--- config.mk ---
export PLATFORM = sky130hd
export DESIGN_NAME = tower_sbox
export DESIGN_NICKNAME = d
export VERILOG_FILES = /design/src/rtl/tower_sbox_pkg.sv /design/src/rtl/tf_lin_map.sv /design/src/rtl/tf_nib_inv.sv /design/src/rtl/tf_byte_inv.sv /design/src/rtl/tower_sbox.sv
export SDC_FILE = /design/constraint.sdc
export NUM_CORES = 1
export LEC_CHECK = 0
export ABC_CLOCK_PERIOD_IN_PS = 8200
export BUFFER_PORTS_ARGS = -buffer_cell sky130_fd_sc_hd__buf_2
export CAP_MARGIN = 20
export CORE_MARGIN = 4
export CORE_UTILIZATION = 30
export DETAILED_ROUTE_END_ITERATION = 10
export GPL_TIMING_DRIVEN = 0
export MAX_ROUTING_LAYER = met4
export PLACE_DENSITY_LB_ADDON = 0.15
export SYNTH_ARGS = -nofsm -noshare
export SYNTH_HDL_FRONTEND = slang
export SYNTH_SLANG_ARGS = --single-unit
--- constraint.sdc ---
create_clock -name vclk -period 8.2
set_clock_uncertainty 0.2 [all_clocks]
set_input_delay 0.82 -clock vclk [all_inputs]
set_output_delay 0.82 -clock vclk [all_outputs]
set_load 0.03 [all_outputs]
--- src/rtl/tower_sbox_pkg.sv ---
package tower_sbox_pkg;

    typedef logic [1:0]      gf4_t;
    typedef logic [3:0]      gf16_t;
    typedef logic [7:0]      gf256_t;
    typedef logic [7:0][7:0] mat8_t;   // mat[j] is column j (image of bit j)

    // GF(2^2): polynomial basis, w^2 = w + 1
    localparam gf4_t NU = 2'b10;       // w, makes y^2 + y + NU irreducible

    function automatic gf4_t gf4_mul(input gf4_t a, input gf4_t b);
        gf4_t r;
        r[1] = (a[1] & b[1]) ^ (a[1] & b[0]) ^ (a[0] & b[1]);
        r[0] = (a[1] & b[1]) ^ (a[0] & b[0]);
        return r;
    endfunction

    // squaring equals inversion in GF(4)
    function automatic gf4_t gf4_sq(input gf4_t a);
        return {a[1], a[1] ^ a[0]};
    endfunction

    // GF(2^4) = GF(4)[y] / (y^2 + y + NU)
    function automatic gf16_t gf16_mul(input gf16_t a, input gf16_t b);
        gf4_t lo_p;
        lo_p = gf4_mul(a[1:0], b[1:0]);
        return {gf4_mul(a[3:2] ^ a[1:0], b[3:2] ^ b[1:0]) ^ lo_p,
                gf4_mul(NU, gf4_mul(a[3:2], b[3:2])) ^ lo_p};
    endfunction

    function automatic gf16_t gf16_inv(input gf16_t a);
        gf4_t nrm, ninv;
        nrm  = gf4_mul(NU, gf4_sq(a[3:2])) ^ gf4_mul(a[3:2], a[1:0]) ^ gf4_sq(a[1:0]);
        ninv = gf4_sq(nrm);
        return {gf4_mul(a[3:2], ninv), gf4_mul(a[3:2] ^ a[1:0], ninv)};
    endfunction

    // smallest constant making z^2 + z + c irreducible over GF(16)
    function automatic gf16_t pick_lambda();
        gf16_t sel;
        bit    ok;
        sel = 4'h0;
        for (int l = 15; l >= 1; l--) begin
            ok = 1'b1;
            for (int r = 0; r < 16; r++)
                if ((gf16_mul(4'(r), 4'(r)) ^ 4'(r) ^ 4'(l)) == 4'h0) ok = 1'b0;
            if (ok) sel = 4'(l);
        end
        return sel;
    endfunction

    localparam gf16_t LAMBDA = pick_lambda();

    // GF(2^8) tower = GF(16)[z] / (z^2 + z + LAMBDA)
    function automatic gf256_t gf256_mul(input gf256_t a, input gf256_t b);
        gf16_t lo_p;
        lo_p = gf16_mul(a[3:0], b[3:0]);
        return {gf16_mul(a[7:4] ^ a[3:0], b[7:4] ^ b[3:0]) ^ lo_p,
                gf16_mul(LAMBDA, gf16_mul(a[7:4], b[7:4])) ^ lo_p};
    endfunction

    // AES polynomial evaluated at a tower element
    function automatic gf256_t aes_poly_at(input gf256_t t);
        gf256_t t2, t3, t4, t8;
        t2 = gf256_mul(t, t);
        t3 = gf256_mul(t2, t);
        t4 = gf256_mul(t2, t2);
        t8 = gf256_mul(t4, t4);
        return t8 ^ t4 ^ t3 ^ t ^ 8'h01;
    endfunction

    function automatic gf256_t first_root();
        gf256_t r;
        bit     found;
        int     t;
        r = 8'h00;
        found = 1'b0;
        t = 2;
        while (!found && t < 256) begin
            if (aes_poly_at(8'(t)) == 8'h00) begin
                r = 8'(t);
                found = 1'b1;
            end
            t++;
        end
        return r;
    endfunction

    // conjugate roots: repeated squaring, period 8
    function automatic gf256_t root_conj(input int unsigned k);
        gf256_t b;
        b = first_root();
        for (int i = 0; i < int'(k % 8); i++) b = gf256_mul(b, b);
        return b;
    endfunction

    function automatic mat8_t pow_cols(input gf256_t beta);
        mat8_t  c;
        gf256_t p;
        p = 8'h01;
        for (int i = 0; i < 8; i++) begin
            c[i] = p;
            p    = gf256_mul(p, beta);
        end
        return c;
    endfunction

    function automatic mat8_t transpose8(input mat8_t m);
        mat8_t t;
        for (int i = 0; i < 8; i++)
            for (int j = 0; j < 8; j++)
                t[i][j] = m[j][i];
        return t;
    endfunction

    // Gauss-Jordan inverse over GF(2); columns in, columns out
    function automatic mat8_t mat_inv(input mat8_t cols);
        mat8_t  a, g;
        gf256_t tr;
        a = transpose8(cols);
        g = '0;
        for (int i = 0; i < 8; i++) g[i][i] = 1'b1;
        for (int c = 0; c < 8; c++) begin
            for (int p = c + 1; p < 8; p++)
                if (!a[c][c] && a[p][c]) begin
                    tr = a[c]; a[c] = a[p]; a[p] = tr;
                    tr = g[c]; g[c] = g[p]; g[p] = tr;
                end
            for (int r = 0; r < 8; r++)
                if (r != c && a[r][c]) begin
                    a[r] = a[r] ^ a[c];
                    g[r] = g[r] ^ g[c];
                end
        end
        return transpose8(g);
    endfunction

    function automatic gf256_t aff_lin(input gf256_t b);
        return b ^ {b[6:0], b[7]} ^ {b[5:0], b[7:6]} ^ {b[4:0], b[7:5]} ^ {b[3:0], b[7:4]};
    endfunction

    function automatic mat8_t merge_affine(input mat8_t back_cols);
        mat8_t m;
        for (int j = 0; j < 8; j++) m[j] = aff_lin(back_cols[j]);
        return m;
    endfunction

endpackage

--- src/rtl/tf_lin_map.sv ---
module tf_lin_map
    import tower_sbox_pkg::*;
#(
    parameter mat8_t  COLS = '0,
    parameter gf256_t KADD = '0
) (
    input  gf256_t vin,
    output gf256_t vout
);
    localparam mat8_t ROWS = transpose8(COLS);

    // one XOR tree per output bit
    for (genvar i = 0; i < 8; i++) begin : g_row
        assign vout[i] = (^(vin & ROWS[i])) ^ KADD[i];
    end
endmodule

--- src/rtl/tf_nib_inv.sv ---
module tf_nib_inv
    import tower_sbox_pkg::*;
(
    input  gf16_t nib_in,
    output gf16_t nib_out
);
    typedef struct packed {
        gf4_t hi;
        gf4_t lo;
        gf4_t nrm;
        gf4_t ninv;
    } nib_stage_t;

    nib_stage_t st_d;

    always_comb begin
        st_d.hi   = nib_in[3:2];
        st_d.lo   = nib_in[1:0];
        st_d.nrm  = gf4_mul(NU, gf4_sq(st_d.hi)) ^ gf4_mul(st_d.hi, st_d.lo) ^ gf4_sq(st_d.lo);
        st_d.ninv = gf4_sq(st_d.nrm);
        nib_out   = {gf4_mul(st_d.hi, st_d.ninv), gf4_mul(st_d.hi ^ st_d.lo, st_d.ninv)};
    end
endmodule

--- src/rtl/tf_byte_inv.sv ---
module tf_byte_inv
    import tower_sbox_pkg::*;
(
    input  gf256_t byte_in,
    output gf256_t byte_out
);
    typedef struct packed {
        gf16_t hi;
        gf16_t sum;
        gf16_t nrm;
    } byte_stage_t;

    byte_stage_t st_d;
    gf16_t       ninv_d;

    always_comb begin
        st_d.hi  = byte_in[7:4];
        st_d.sum = byte_in[7:4] ^ byte_in[3:0];
        st_d.nrm = gf16_mul(LAMBDA, gf16_mul(byte_in[7:4], byte_in[7:4]))
                 ^ gf16_mul(byte_in[7:4], byte_in[3:0])
                 ^ gf16_mul(byte_in[3:0], byte_in[3:0]);
    end

    tf_nib_inv u_nrm_inv (
        .nib_in  (st_d.nrm),
        .nib_out (ninv_d)
    );

    always_comb begin
        byte_out = {gf16_mul(st_d.hi, ninv_d), gf16_mul(st_d.sum, ninv_d)};
    end
endmodule

--- src/rtl/tower_sbox.sv ---
module tower_sbox
    import tower_sbox_pkg::*;
#(
    parameter int unsigned ROOT_SEL = 0
) (
    input  logic [7:0] sub_in,
    output logic [7:0] sub_out
);
    localparam gf256_t BETA     = root_conj(ROOT_SEL);
    localparam mat8_t  FWD_COLS = pow_cols(BETA);
    localparam mat8_t  OUT_COLS = merge_affine(mat_inv(FWD_COLS));

    gf256_t tw_fwd_d;
    gf256_t tw_inv_d;

    tf_lin_map #(.COLS(FWD_COLS), .KADD(8'h00)) u_map_in (
        .vin  (sub_in),
        .vout (tw_fwd_d)
    );

    tf_byte_inv u_inv (
        .byte_in  (tw_fwd_d),
        .byte_out (tw_inv_d)
    );

    tf_lin_map #(.COLS(OUT_COLS), .KADD(8'h63)) u_map_out (
        .vin  (tw_inv_d),
        .vout (sub_out)
    );
endmodule

==> results.md, run 1 <==
- The flow ran to the end, and the final reports show no timing, DRC or antenna violations.
- The number of violations reported at the end of detailed-routing iteration 0 is 139.
- The initial core utilization is 0.312.
- The number of nets in the final layout is 313.
- The sequential cell area is 0 µm².
- The top fanout value on the critical path is 10.
- The routed wire length is 5760 µm.
- The antenna diode count is 0.
- The critical path goes through buf_4 > xor2_4 > xnor2_2 > inv_2 > buf_4 > ha_1 > xnor2_1 > xor3_1 > and3_1 > clkbuf_1 > nor2_1 > ha_2 > clkbuf_2 > a31oi_1 > nor3_1 > or3_4 > buf_6 > o21a_1 > or2_4 > a311oi_2 > xor2_2 > xnor3_2 > xnor3_1 > buf_2.
- Once detail routing completed, the nets flagged for antenna violations numbered 0.
- The relative max-transition margin is 0.314.
- Of the total synthesized cell area, the portion taken by AND, OR, NAND and NOR gates is 0.235.
- The number of top-level design ports is 16.
- The fmax is 128 MHz.
- The layout overhead on the synthesized area is 9.91%.
- The worst min-delay path class is in -> out.
- The post-synth net total is 299.
- The number of hold violations in the final report was 0.
- Clock buffers in the final layout number 0.
- Hold repair after CTS inserted 0 buffers.
- STA puts the critical path data arrival time at 6760 ps.
- The maximum number of pins on one net before global-route repair is 11.
- The largest total area in the synthesized netlist belongs to sky130_fd_sc_hd__xnor2_1.
- The via count normalized by instance count is 5.28.
- The area fraction in compound gates after synthesis was 0.241.
- STA classifies the critical path startpoint as an input port.
- The endpoint type of the worst setup path is an output port.
- The total non-filler cell area in the finished layout is 0.00236 mm².
- The first detailed-routing pass ran for 4 iterations.
- In this run the cell area measured after placement is 0.00233 mm².
- The number of antenna violations at the first check in global routing is 0.
- The top-area cell type share of the netlist area is 0.171.
- The worst-margin pin slew is 1000 ps.
- The required time of the critical path is 7180 ps.
- Of the cells placed in the final design, the portion with a size suffix greater than 1 is 0.174.
- The cell family contributing the most delay on the critical path is XOR/XNOR gates.
- The area enclosed by the die boundary is 0.00857 mm².
- After layout, the minimum clock period comes to 7780 ps.
- Of the total synthesized cell area, the portion taken by full adders, half adders and majority gates is 0.0292.
- The peak per-stage delay on the critical path is 510 ps.
- The launch point of the worst hold path is sub_in[5].
- The synthesized netlist occupies a cell area of 0.00215 mm².
- The final route contains 2081 vias.
- Tracing the worst setup path back leads to its startpoint at sub_in[6].
- Setup repair after global routing left no endpoint under its margin.
- The height of the die is 92.6 µm.
- The cell repeated most along the worst path is sky130_fd_sc_hd__buf_4.
- By instance count, the leading cell after synthesis is sky130_fd_sc_hd__xnor2_1.
- After synthesis, the most frequently instantiated cells are 42 x sky130_fd_sc_hd__xnor2_1, 24 x sky130_fd_sc_hd__nand2_1, 19 x sky130_fd_sc_hd__o21ai_0.
- The number of remaining DRC errors is 0.
- The core outline area is 0.00687 mm².
- The number of buffer and inverter stages on the critical path is 7.
- The routability congestion estimate is 0.828.
- The overall die width is 92.6 µm.
- The count of filler cells inserted in the layout is 777.
- For this design, the slowest cell found on the critical path is sky130_fd_sc_hd__xnor3_2.
- The share of the cycle needed by the critical path after routing is 0.949.
- The Yosys step of the flow raised 0 warnings.
- The mean area per synthesized cell is 7.50 µm².
- Port buffering added 13 buffers.
- Measured against the total synthesized area, the mux share comes to 0.0577.
- The cell row count is 30.
- Measured on the finished design, the core utilization comes to 0.343.
- The end point of the critical path is sub_out[4].
- Synthesis handed over a netlist of 286 instances.
- Yosys mapped the design onto 64 distinct sky130hd cell types.
- The classification of the worst setup path is in -> out.
- The via count of the first global-routing pass is 1946.
- Setup violations remaining at the end of the flow were counted as 0.
- The final count of pins violating max slew is 0.
- The final total negative setup slack is 0 ps.
- The sequential cell count is 0.
- In the final routed layout, each cell accounts on average for 14.6 µm.
- The dominant combinational cell family by area after synthesis is XOR/XNOR gates.
- By area the synthesized netlist is led by sky130_fd_sc_hd__xnor2_1 17%, sky130_fd_sc_hd__xnor3_1 6.3%, sky130_fd_sc_hd__xnor2_2 4.5%, sky130_fd_sc_hd__o21ai_0 4.4%, sky130_fd_sc_hd__mux2i_1 4.2%.
- The post-synthesis share of cell area spent on xor and xnor gates is 0.370.
- Across every metal layer, demand over resource in global routing totals 0.142.
- The critical path depth is 24.
- The first-pass GRT wire length is 10100 µm.
- The proportion of synthesized chip area in sequential cells is 0.
- The total congestion overflow after global routing is 0.
- The half-perimeter wire length after placement is 4610 µm.
- The number of violations of the max-capacitance limit is 0.
## layout make-up
cell class | count | area (µm²) | share of cell area
inverters | 8 | 30.0 | 0.0127
plain buffers | 19 | 113 | 0.0477
well taps | 96 | 120 | 0.0509
multi-input cells | 258 | 2030 | 0.861
repair buffers | 13 | 65.1 | 0.0276
## logic make-up after synthesis
logic type               after synthesis
AO/OA/AOI/OAI                         76
XOR/XNOR                              68
adder cells (fa/ha/maj)                5
buffers and inverters                 28
multiplexers                          11
AND/OR/NAND/NOR                       98
## metrics by stage
step | hold WS, ps | cells | setup WS, ps
3_5_place_dp | 2240 | 395 | 104
6_report | 2230 | 394 | 416
5_1_grt | 2340 | 394 | 43.3
2_1_floorplan | 2000 | 286 | 821
4_1_cts | 2240 | 395 | 97.1
3_3_place_gp | 2220 | 395 | 104
## tightest hold or removal path, delay by kind of cell
family | cells | cell delay (ps)
buffers and inverters | 2 | 300
XOR/XNOR | 2 | 270
AO/OA/AOI/OAI | 1 | 110
AND/OR/NAND/NOR | 1 | 100
## how the worst min path moves through the flow
stage | end | slack (ps) | cells after the start
after floorplan | sub_out[6] | 2000 | 4
after global placement | sub_out[6] | 2220 | 6
after detailed placement | sub_out[6] | 2240 | 6
after CTS | sub_out[6] | 2240 | 6
after global routing | sub_out[6] | 2340 | 6
final | sub_out[6] | 2230 | 6
## metal layers
layer | vias up | track usage | part of all wire
met5 | - | - | 0
met4 | 0 | 0 | 0
met1 | 978 | 0.212 | 0.52
met3 | 0 | 0 | 0.023
met2 | 35 | 0.231 | 0.46
li1 | 1068 | - | -
## cells in the final DEF, fill, tap and decap left out, drive strengths merged, types with 4 or more instances in the layout
master | netlist | final
o21ai | 20 | 20
clkbuf | 9 | 8
buf | 11 | 24
or2 | 4 | 4
nand2 | 24 | 24
ha | 5 | 5
inv | 8 | 8
a211o | 4 | 4
mux2i | 9 | 9
xor2 | 11 | 11
nand3 | 11 | 11
nand2b | 6 | 6
nor2 | 17 | 17
o21a | 5 | 5
a21oi | 15 | 15
or3 | 4 | 4
nor3 | 15 | 15
a22oi | 4 | 4
xnor2 | 48 | 48
xnor3 | 7 | 7
## timing repair
| action | CTS | global route |
|---|---|---|
| buffers inserted | 0 | 0 |
| endpoints found under the setup margin | 0 | 6 |
| resized for setup | 0 | 8 |
Power of run 1 is not shown: default switching activity piles up to over one toggle a cycle in this logic, so the estimate is an artifact.
==> inputs of run 2 (changes only) <==
--- a/config.mk
+++ b/config.mk
@@ -13,7 +13,7 @@
 export DETAILED_ROUTE_END_ITERATION = 10
 export GPL_TIMING_DRIVEN = 0
 export MAX_ROUTING_LAYER = met4
-export PLACE_DENSITY_LB_ADDON = 0.15
+export PLACE_DENSITY_LB_ADDON = 0.3
 export SYNTH_ARGS = -nofsm -noshare
 export SYNTH_HDL_FRONTEND = slang
 export SYNTH_SLANG_ARGS = --single-unit
==> run 2 against run 1 <==
Effect of this change:
- die area did not move
- clock-buffer cell count did not move
- worst setup slack got worse by 10 ps
- final cell count rose by 1.3%
- via count rose by 1.4%
- sequential share of layout area did not move
- core utilization rose by 0.31 points
- non-clock buffer count rose by 5
- hold slack improved by 41 ps
- first-iteration DRC count fell by 7.9%
==> results.md, run 2 (same netlist as run 1, synthesis figures left out) <==
- The required time of the critical path was 7180 ps (about the same).
- The total congestion overflow after global routing is 0 (unchanged).
- The port buffer count came to 13 (unchanged).
- The wire length on met1 is 2840 µm (-4.9%).
- The via count normalized by instance count is 5.29 (+0.12%).
- The leading cell type in the layout, fill and taps excluded is sky130_fd_sc_hd__xnor2_1.
- The first-pass iteration count of the detailed router is 4 (unchanged).
- The overall routing resource usage is 0.128 (-0.0144).
- The count of filler cells inserted in the layout is 729 (-6.2%).
- The number of nets in the final layout is 318 (+1.6%).
- The half-perimeter wire length after placement was 4340 µm (-6.0%).
- The data arrival time at the worst-slack endpoint is 6770 ps (about the same).
- The cell at the slowest stage of the critical path is sky130_fd_sc_hd__xnor3_2.
- The initial core utilization is 0.312 (unchanged).
- The area enclosed by the die boundary is 0.00857 mm² (unchanged).
- Setup repair after global routing left no endpoint under its margin.
- In this run the worst setup path terminates at sub_out[4].
- The average wire per standard cell is 13.8 µm (-5.6%).
- The critical path depth came to 24 (unchanged).
- Traced cell by cell, the critical path runs through buf_4 > xor2_4 > xnor2_2 > inv_2 > buf_4 > ha_1 > xnor2_1 > xor3_1 > and3_1 > clkbuf_1 > nor2_1 > ha_2 > clkbuf_2 > a31oi_1 > nor3_1 > or3_4 > buf_6 > o21a_1 > or2_4 > a311oi_2 > xor2_1 > xnor3_2 > xnor3_1 > buf_2.
- The proportion of layout cells with a drive suffix above 1 is 0.175 (+0.000421).
- The fmax was 128 MHz (-0.13%).
- The remaining antenna violation count after routing is 0 (unchanged).
- The number of clock buffers in the layout came to 0 (unchanged).
- The final count of pins violating max slew came to 0 (unchanged).
- The number of antenna violations at the first check in global routing is 0 (unchanged).
- The relative max-transition margin is 0.542 (+0.227).
- The first-pass GRT wire length was 9050 µm (-10%).
- The core outline area is 0.00687 mm² (unchanged).
- The worst setup path is launched from an input port.
- The startpoint of the worst setup timing path is sub_in[6].
- The sequential cell area is 0 µm² (unchanged).
- The maximum number of pins on one net before global-route repair is 11 (unchanged).
- The classification of the worst setup path is in -> out.
- The footprint of the multi-input gates came to 0.00200 mm² (-1.3%).
- The flow ran to the end, and the final reports show no timing, DRC or antenna violations.
- The final total negative setup slack is 0 ps (unchanged).
- The final number of setup-violating endpoints is 0 (unchanged).
- The via count of the first global-routing pass was 1834 (-5.8%).
- The peak per-stage delay on the critical path is 520 ps (about the same).
- The sequential cell count is 0 (unchanged).
- The cell repeated most along the worst path is sky130_fd_sc_hd__buf_4.
- The met2 wirelength from detailed routing is 2500 µm (-5.1%).
- The library cells used most frequently in the layout, excluding fill and tap cells, are 42 x sky130_fd_sc_hd__xnor2_1, 24 x sky130_fd_sc_hd__nand2_1, 19 x sky130_fd_sc_hd__o21ai_0.
- The detailed router used layers up to and including met3.
- The met3 layer wire length in the routed design is 159 µm (+19%).
- The number of hold violations in the final report came to 0 (unchanged).
- The antenna diode count is 0 (unchanged).
- The layout overhead on the synthesized area is 10.9%.
- The number of top-level design ports is 16 (unchanged).
- The worst-margin pin slew is 680 ps (-322 ps).
- The number of remaining DRC errors is 0 (unchanged).
- The number of violations of the max-capacitance limit is 0 (unchanged).
- The height of the die is 92.6 µm (unchanged).
- The cell row count was 30 (unchanged).
- The min-delay analysis places its worst path in the category in -> out.
- The cell family contributing the most delay on the critical path is XOR/XNOR gates.
- The post-layout minimum cycle time is 7790 ps (+10.2 ps).
- The detailed-route via count is 2110 (+1.4%).
- The end-of-flow core utilization is 0.346 (+0.00310).
- The endpoint type of the worst setup path is an output port.
- The top fanout value on the critical path is 10 (unchanged).
- The routability congestion estimate is 0.910 (+9.9%).
- The share of the cycle needed by the critical path after routing is 0.950 (+0.00124).
- The routed wire length came to 5500 µm (-4.4%).
- The number of buffer and inverter stages on the critical path is 7 (unchanged).
- The number of violations reported at the end of detailed-routing iteration 0 is 128 (-7.9%).
- The overall die width is 92.6 µm (unchanged).
-- run 2: cell count changes in the layout (fill, tap and decap cells not counted) --
| cell | previous run | this run |
|---|---|---|
| sky130_fd_sc_hd__xnor2_4 | 1 | 0 |
| sky130_fd_sc_hd__dlymetal6s2s_1 | 0 | 2 |
| sky130_fd_sc_hd__xor2_2 | 2 | 1 |
| sky130_fd_sc_hd__buf_4 | 5 | 8 |
| sky130_fd_sc_hd__xnor2_1 | 41 | 42 |
| sky130_fd_sc_hd__xor2_1 | 8 | 9 |
-- run 2: worst min path at each step --
stage	to	cells after the start	slack, ps	start
floorplan	sub_out[6]	4	2000	sub_in[5]
global placement	sub_out[6]	6	2250	sub_in[5]
detailed placement	sub_out[6]	6	2250	sub_in[5]
CTS	sub_out[6]	6	2260	sub_in[5]
global route	sub_out[6]	6	2370	sub_in[5]
finish	sub_out[6]	6	2270	sub_in[5]
-- run 2: metal layers --
metal,track usage,up-vias
met3,0.00487,0
met2,0.207,47
li1,-,1078
met4,0.00495,0
met5,-,-
met1,0.186,985
-- run 2: final cells by class --
| class | count | area share |
|---|---|---|
| well taps | 96 | 0.0505 |
| plain buffers | 19 | 0.0473 |
| repair buffers | 18 | 0.0473 |
| multi-input cells | 258 | 0.842 |
| inverters | 8 | 0.0126 |
-- run 2: timing repair --
item	4_1_cts	5_1_grt
setup endpoints to repair	0	5
gates resized for setup	0	5
hold buffers	0	0
buffers inserted	0	3
-- run 2: metrics by stage --
step	setup WS [ps]	std cells	cell area [µm²]	hold WS, ps
after global routing	6.22	399	2380	2370
after CTS	152	395	2330	2260
after floorplan	821	286	2150	2000
after global placement	217	395	2330	2250
after detailed placement	192	395	2330	2250
final	406	399	2380	2270
Power of run 2 is left out for the same reason.
